<file path="config.mk">
export PLATFORM = sky130hd
export DESIGN_NAME = sr_fifo
export DESIGN_NICKNAME = d
export VERILOG_FILES = /design/src/rtl/sr_fifo_pkg.sv /design/src/rtl/sr_fifo_ctrl.sv /design/src/rtl/sr_fifo_chain.sv /design/src/rtl/sr_fifo_headmux.sv /design/src/rtl/sr_fifo.sv
export SDC_FILE = /design/constraint.sdc
export NUM_CORES = 1
export LEC_CHECK = 0
export BUFFER_PORTS_ARGS = -buffer_cell sky130_fd_sc_hd__buf_4
export CAP_MARGIN = 20
export CORE_MARGIN = 3
export CORE_UTILIZATION = 56
export DETAILED_ROUTE_END_ITERATION = 16
export GPL_TIMING_DRIVEN = 0
export PLACE_DENSITY_LB_ADDON = 0.15
export SLEW_MARGIN = 20
export SYNTH_ARGS = -nofsm -noshare
export SYNTH_HDL_FRONTEND = slang
export SYNTH_HIERARCHICAL = 1
export SYNTH_SLANG_ARGS = --single-unit
</file>
<file path="constraint.sdc">
create_clock -name clk -period 4.4 [get_ports clk]
set_input_delay 0.44 -clock clk [delete_from_list [all_inputs] [get_ports clk]]
set_output_delay 0.44 -clock clk [all_outputs]
set_load 0.02 [all_outputs]
</file>
<file path="src/rtl/sr_fifo_pkg.sv">
package sr_fifo_pkg;

  typedef enum logic [1:0] {
    OP_IDLE  = 2'd0,
    OP_PUSH  = 2'd1,
    OP_POP   = 2'd2,
    OP_FAULT = 2'd3
  } fifo_op_e;

  // Sort one cycle's request into the action the controller takes.
  function automatic fifo_op_e classify(input logic wr, input logic del,
                                        input logic is_empty, input logic is_full);
    fifo_op_e op;
    if (wr && del)                op = OP_FAULT;
    else if (wr && is_full)       op = OP_FAULT;
    else if (del && is_empty)     op = OP_FAULT;
    else if (wr)                  op = OP_PUSH;
    else if (del)                 op = OP_POP;
    else                          op = OP_IDLE;
    return op;
  endfunction

endpackage

</file>
<file path="src/rtl/sr_fifo_ctrl.sv">
module sr_fifo_ctrl
  import sr_fifo_pkg::*;
#(
  parameter int DEPTH = 4,
  localparam int LW = $clog2(DEPTH + 1),
  localparam int SW = (DEPTH > 1) ? $clog2(DEPTH) : 1
) (
  input  logic          clk,
  input  logic          rst_n,
  input  logic          wr_i,
  input  logic          del_i,
  output logic          shift_en_o,
  output logic [SW-1:0] sel_o,
  output logic [LW-1:0] level_o,
  output logic          empty_o,
  output logic          full_o,
  output logic          err_o
);

  localparam logic [LW-1:0] LVL_FULL = LW'(DEPTH);

  logic [LW-1:0] level_q;
  logic [LW-1:0] level_m1;
  logic          err_q;
  fifo_op_e      op;

  assign empty_o = (level_q == '0);
  assign full_o  = (level_q == LVL_FULL);
  assign op      = classify(wr_i, del_i, empty_o, full_o);

  // Mealy output: the chain moves only on an accepted add.
  assign shift_en_o = (op == OP_PUSH);

  assign level_m1 = level_q - LW'(1);
  assign sel_o    = empty_o ? '0 : level_m1[SW-1:0];

  always_ff @(posedge clk) begin
    if (!rst_n) begin
      level_q <= '0;
      err_q   <= 1'b0;
    end else begin
      err_q <= (op == OP_FAULT);
      unique case (op)
        OP_PUSH: level_q <= level_q + LW'(1);
        OP_POP:  level_q <= level_m1;
        default: level_q <= level_q;
      endcase
    end
  end

  assign level_o = level_q;
  assign err_o   = err_q;

  AST_LEVEL_BOUND: assert property (@(posedge clk) disable iff (!rst_n)
    level_q <= LVL_FULL);
  AST_FLAGS_EXCL: assert property (@(posedge clk) disable iff (!rst_n)
    !(empty_o && full_o));
  AST_PUSH_GROWS: assert property (@(posedge clk) disable iff (!rst_n)
    (wr_i && !del_i && !full_o) |=> (level_q == $past(level_q) + LW'(1)));
  AST_POP_SHRINKS: assert property (@(posedge clk) disable iff (!rst_n)
    (del_i && !wr_i && !empty_o) |=> (level_q == $past(level_q) - LW'(1)));
  AST_FULL_REFUSE: assert property (@(posedge clk) disable iff (!rst_n)
    (wr_i && full_o) |=> (err_o && $stable(level_q)));
  AST_EMPTY_REFUSE: assert property (@(posedge clk) disable iff (!rst_n)
    (del_i && empty_o) |=> (err_o && $stable(level_q)));
  AST_BOTH_REFUSE: assert property (@(posedge clk) disable iff (!rst_n)
    (wr_i && del_i) |=> (err_o && $stable(level_q)));
  AST_ERR_ONLY_FAULT: assert property (@(posedge clk) disable iff (!rst_n)
    (!wr_i && !del_i) |=> !err_o);

endmodule

</file>
<file path="src/rtl/sr_fifo_chain.sv">
module sr_fifo_chain #(
  parameter int DATA_W = 8,
  parameter int DEPTH  = 4,
  localparam int FLAT_W = DATA_W * DEPTH
) (
  input  logic              clk,
  input  logic              rst_n,
  input  logic              shift_en_i,
  input  logic [DATA_W-1:0] din_i,
  output logic [FLAT_W-1:0] stages_o
);

  logic [DATA_W-1:0] stage_q [DEPTH];

  for (genvar gi = 0; gi < DEPTH; gi++) begin : g_stage
    logic [DATA_W-1:0] src;
    if (gi == 0) begin : g_tail
      assign src = din_i;
    end else begin : g_deep
      assign src = stage_q[gi-1];
    end

    always_ff @(posedge clk) begin
      if (!rst_n)          stage_q[gi] <= '0;
      else if (shift_en_i) stage_q[gi] <= src;
    end

    assign stages_o[gi*DATA_W +: DATA_W] = stage_q[gi];
  end

  AST_HOLD_IDLE: assert property (@(posedge clk) disable iff (!rst_n)
    !shift_en_i |=> $stable(stages_o));
  AST_TAIL_LOAD: assert property (@(posedge clk) disable iff (!rst_n)
    shift_en_i |=> (stages_o[DATA_W-1:0] == $past(din_i)));

endmodule

</file>
<file path="src/rtl/sr_fifo_headmux.sv">
module sr_fifo_headmux #(
  parameter int DATA_W = 8,
  parameter int DEPTH  = 4,
  localparam int FLAT_W = DATA_W * DEPTH,
  localparam int SW = (DEPTH > 1) ? $clog2(DEPTH) : 1
) (
  input  logic [FLAT_W-1:0] stages_i,
  input  logic [SW-1:0]     sel_i,
  output logic [DATA_W-1:0] head_o
);

  always_comb begin
    head_o = '0;
    for (int k = 0; k < DEPTH; k++) begin
      if (sel_i == SW'(k)) head_o = stages_i[k*DATA_W +: DATA_W];
    end
  end

endmodule

</file>
<file path="src/rtl/sr_fifo.sv">
module sr_fifo #(
  parameter int DATA_W = 8
) (
  input  logic              clk,
  input  logic              rst_n,
  input  logic              wr_i,
  input  logic              del_i,
  input  logic [DATA_W-1:0] din_i,
  output logic [DATA_W-1:0] dout_o,
  output logic              err_o,
  output logic              empty_o,
  output logic              full_o,
  output logic [2:0]        level_o
);

  localparam int DEPTH  = 4;
  localparam int FLAT_W = DATA_W * DEPTH;
  localparam int SW     = $clog2(DEPTH);

  logic              shift_en;
  logic [SW-1:0]     sel;
  logic [FLAT_W-1:0] stages;

  sr_fifo_ctrl #(.DEPTH(DEPTH)) u_ctrl (
    .clk        (clk),
    .rst_n      (rst_n),
    .wr_i       (wr_i),
    .del_i      (del_i),
    .shift_en_o (shift_en),
    .sel_o      (sel),
    .level_o    (level_o),
    .empty_o    (empty_o),
    .full_o     (full_o),
    .err_o      (err_o)
  );

  sr_fifo_chain #(.DATA_W(DATA_W), .DEPTH(DEPTH)) u_chain (
    .clk        (clk),
    .rst_n      (rst_n),
    .shift_en_i (shift_en),
    .din_i      (din_i),
    .stages_o   (stages)
  );

  sr_fifo_headmux #(.DATA_W(DATA_W), .DEPTH(DEPTH)) u_mux (
    .stages_i (stages),
    .sel_i    (sel),
    .head_o   (dout_o)
  );

  AST_ERR_NO_SHIFT: assert property (@(posedge clk) disable iff (!rst_n)
    err_o |-> $stable(stages));

endmodule

</file>
==> results.md <==
* Delay-heaviest family, CP: multiplexers
* Final hold vios at 0
* Hold path depth at 2
* Vias per inst at between 5 and 6
* Largest net degree at the start of global routing at 33
* Core region area at about 2800 um2
* Worst Path Arrival at ~2300 ps
* Post-DRT Antenna Nets at 0
* PwrDens at around 500 nW/um2
* Mapped cell area at 1720 um2
* Seq/Total Area, Yosys at between 60% and 70%
* Vias in the first global route at ~1,100
* Max-slew headroom at between 50% and 60%
* # rows at 19
* Final period utilization at 61.6%
* Drt drc at 0
* Setup Buffers After CTS at 0
* Critical Path RT at 3960 ps
* Max incr delay on CP at around 520 ps
* Die height at 61.4 um
* Clk Latency, worst-skew pair at around 320 ps
* Skew final at approximately 7.4 ps
* Drt pass-1 iters at 4
* Non-Filler Instances at 176
* Total CTS buffers at 5
* Crit path capture type: output pin
* Synth-to-Final Area Change at 16.1%
* First-pass GRT wire length at approximately 4.9 mm
* DP Wirelength at about 2.1 mm
* Drt wl/cell at roughly 17 um
* CP Depth at 7
* Initial Utilization at between 60% and 70%
* Critical Path Source Type: flip-flop
* Max FO, Critical Path at 8
* DR vias at just over 1,000
* Clock slew at reported path FFs at 100 ps
* Final Max Slew Viols at 0
* Worst Hold Margin at between 300 and 400 ps
* Netlist cell types at 22
* Antenna cells at 0
* Die ar. at approximately 3800 um2
* Crit path time final at ~2700 ps
* Post-CTS Hold Fix Bufs at 0
* P_leak at between 0.0008 and 0.0009 uW
* #FFs+latches synth at 36
* CTS tree: built
* Buf/Inv on CP at 3
* Iter 0 DRT Violations at 69
* Setup violations, final at 0
* Highest Clock Rate at 0.369 GHz
* Min-Delay Path Class: primary input to flip-flop
* R2R cell count at 7
* RSZ-0062 raised after global routing: no
* IO buf count at 25
* Worst r2r src: u_ctrl/level_o[0]
* Detailed Route WL at 3.01 mm
* Sink Count at 36
* Layout cells sized above 1 at ~55%
* Tot GR Track Use at ~18%
* Clock root cell: clkbuf_4
* Gpl congestion at 0.727
* Clock Tree Buf Depth at 2
* H-tree depth at 2
* Congestion Overflow GR at 0
* Outcome: finished clean
* Io pins at 26
* Synthesis warning total at 6
* Hold Crit Start: rst_n
* Slowest cell on crit path: mux4_2
* Syn avg cell area at roughly 15 um2
* Inst Count DP at about 170
* Die Span X at ~61 um
* Initial antenna violation count at 0
* Syn nets at 130
* Post-Synthesis Cells at approximately 110
* Pwr Total at between 900 and 1000 uW
* Setup TNS at 0 ps
* Critical Path, Cell by Cell: inv_1 > ha_1 > nor2b_1 > nor2_1 > buf_6 > mux4_2 > buf_4
* Resized Gates After CTS at 0
* Max Cap Viol at 0
* Crit path kind: flip-flop to output pin
* Final nets at about 160
* Slew @ Worst Pin at ~720 ps
* Worst vdd ir at between 0.0003 and 0.0004 V
* # fillers at roughly 210
* Setup crit start: u_ctrl/level_o[0]
==> sequential cells by signal, indices dropped and copies added, names as in the netlist <==
register / flops
u_chain/stage_q: 32
u_ctrl/err_o: 1
u_ctrl/level_o: 3
==> kinds of logic (layout without fill, tap and decap cells) <==
kind of cell / count (synthesis) / in the layout / share of synthesized area [%]
fa+ha+maj: 6 / 6 / 4.37
xor+xnor: 2 / 2 / 1.02
flops: 36 / 36 / 60.6
mux: 10 / 10 / 11.7
compound gates: 5 / 5 / 1.75
buf+inv: 12 / 45 / 3.57
simple gates: 41 / 41 / 17.0
==> per-stage QoR <==
step	setup WS, ps	cell area, um2	util, %
detailed placement	1990	1950	68.8
global placement	1690	1950	68.8
floorplan	1730	1720	-
CTS	1650	2000	70.5
finish	1690	2000	70.5
global route	1530	2000	70.5
==> Yosys cell counts <==
cell type / n / area [um2]
o21ai_0: 2 / 10.0
clkbuf_2: 4 / 20.0
nand2_1: 1 / 3.75
and3_2: 32 / 240
mux4_2: 8 / 180
a21oi_1: 1 / 5.00
mux2i_1: 1 / 10.0
edfxtp_1: 32 / 961
nor2_1: 1 / 3.75
dfxtp_1: 4 / 80.1
a21boi_1: 1 / 7.51
buf_6: 1 / 11.3
and2_1: 4 / 25.0
inv_1: 4 / 15.0
or3_1: 1 / 6.26
mux2_2: 1 / 11.3
xnor2_1: 2 / 17.5
or2b_1: 1 / 7.51
nor2b_1: 1 / 6.26
ha_1: 6 / 75.1
buf_2: 3 / 15.0
a21o_1: 1 / 7.51
==> layer usage <==
| layer | vias up | wire (um) | GRT usage, % |
|---|---|---|---|
| met1 | 502 | 1360 | 23.3 |
| met2 | 29 | 1460 | 29.6 |
| met4 | 0 | 17 | 7.27 |
| met3 | 2 | 178 | 5.03 |
| met5 | - | 0 | 0 |
| li1 | 489 | - | - |
==> where the power goes <==
part	total, uW	switching [uW]	internal (uW)
clock	155	93.9	61.4
sequential	449	25.8	423
combinational	371	187	184
==> path summary, 6_finish.rpt <==
| kind | slack [ps] | end |
|---|---|---|
| worst max register to register | 1950 | u_chain/stage_q[1][0] |
| worst max-delay path | 1690 | dout_o[1] |
| worst min-delay path | 400 | u_ctrl/level_o[0] |
| worst min register to register | 560 | u_ctrl/level_o[2] |
==> cell type report <==
type / count / area [um2] / share of cell area (%)
Clock buffer: 7 / 45.0 / 2.26
Clock inverter: 1 / 3.75 / 0.188
Buffer: 8 / 46.3 / 2.32
Multi-Input combinational cell: 64 / 618 / 31.0
Sequential cell: 36 / 1040 / 52.2
Inverter: 4 / 15.0 / 0.752
Timing Repair Buffer: 25 / 188 / 9.40
Tap cell: 31 / 38.8 / 1.94
==> worst reg2reg max path, stage by stage (launching register included) <==
cell     delay, ps
dfxtp_1        430
inv_1          100
ha_1           230
nor2b_1        170
a21oi_1        210
inv_1           90
ha_1           250
or2b_2         590
==> layout by cell type (no fill, tap or decap), types with 2 or more instances in the layout <==
cell type,netlist,routed
clkbuf_4,0,5
and3_2,32,32
xnor2_1,2,2
o21ai_0,2,2
and2_1,4,4
mux4_2,8,8
dfxtp_1,4,4
ha_1,6,6
edfxtp_1,32,32
buf_4,0,25
inv_1,4,4
clkbuf_1,0,2
clkbuf_2,4,4
buf_2,3,3
(Power assumes the default switching activity.)
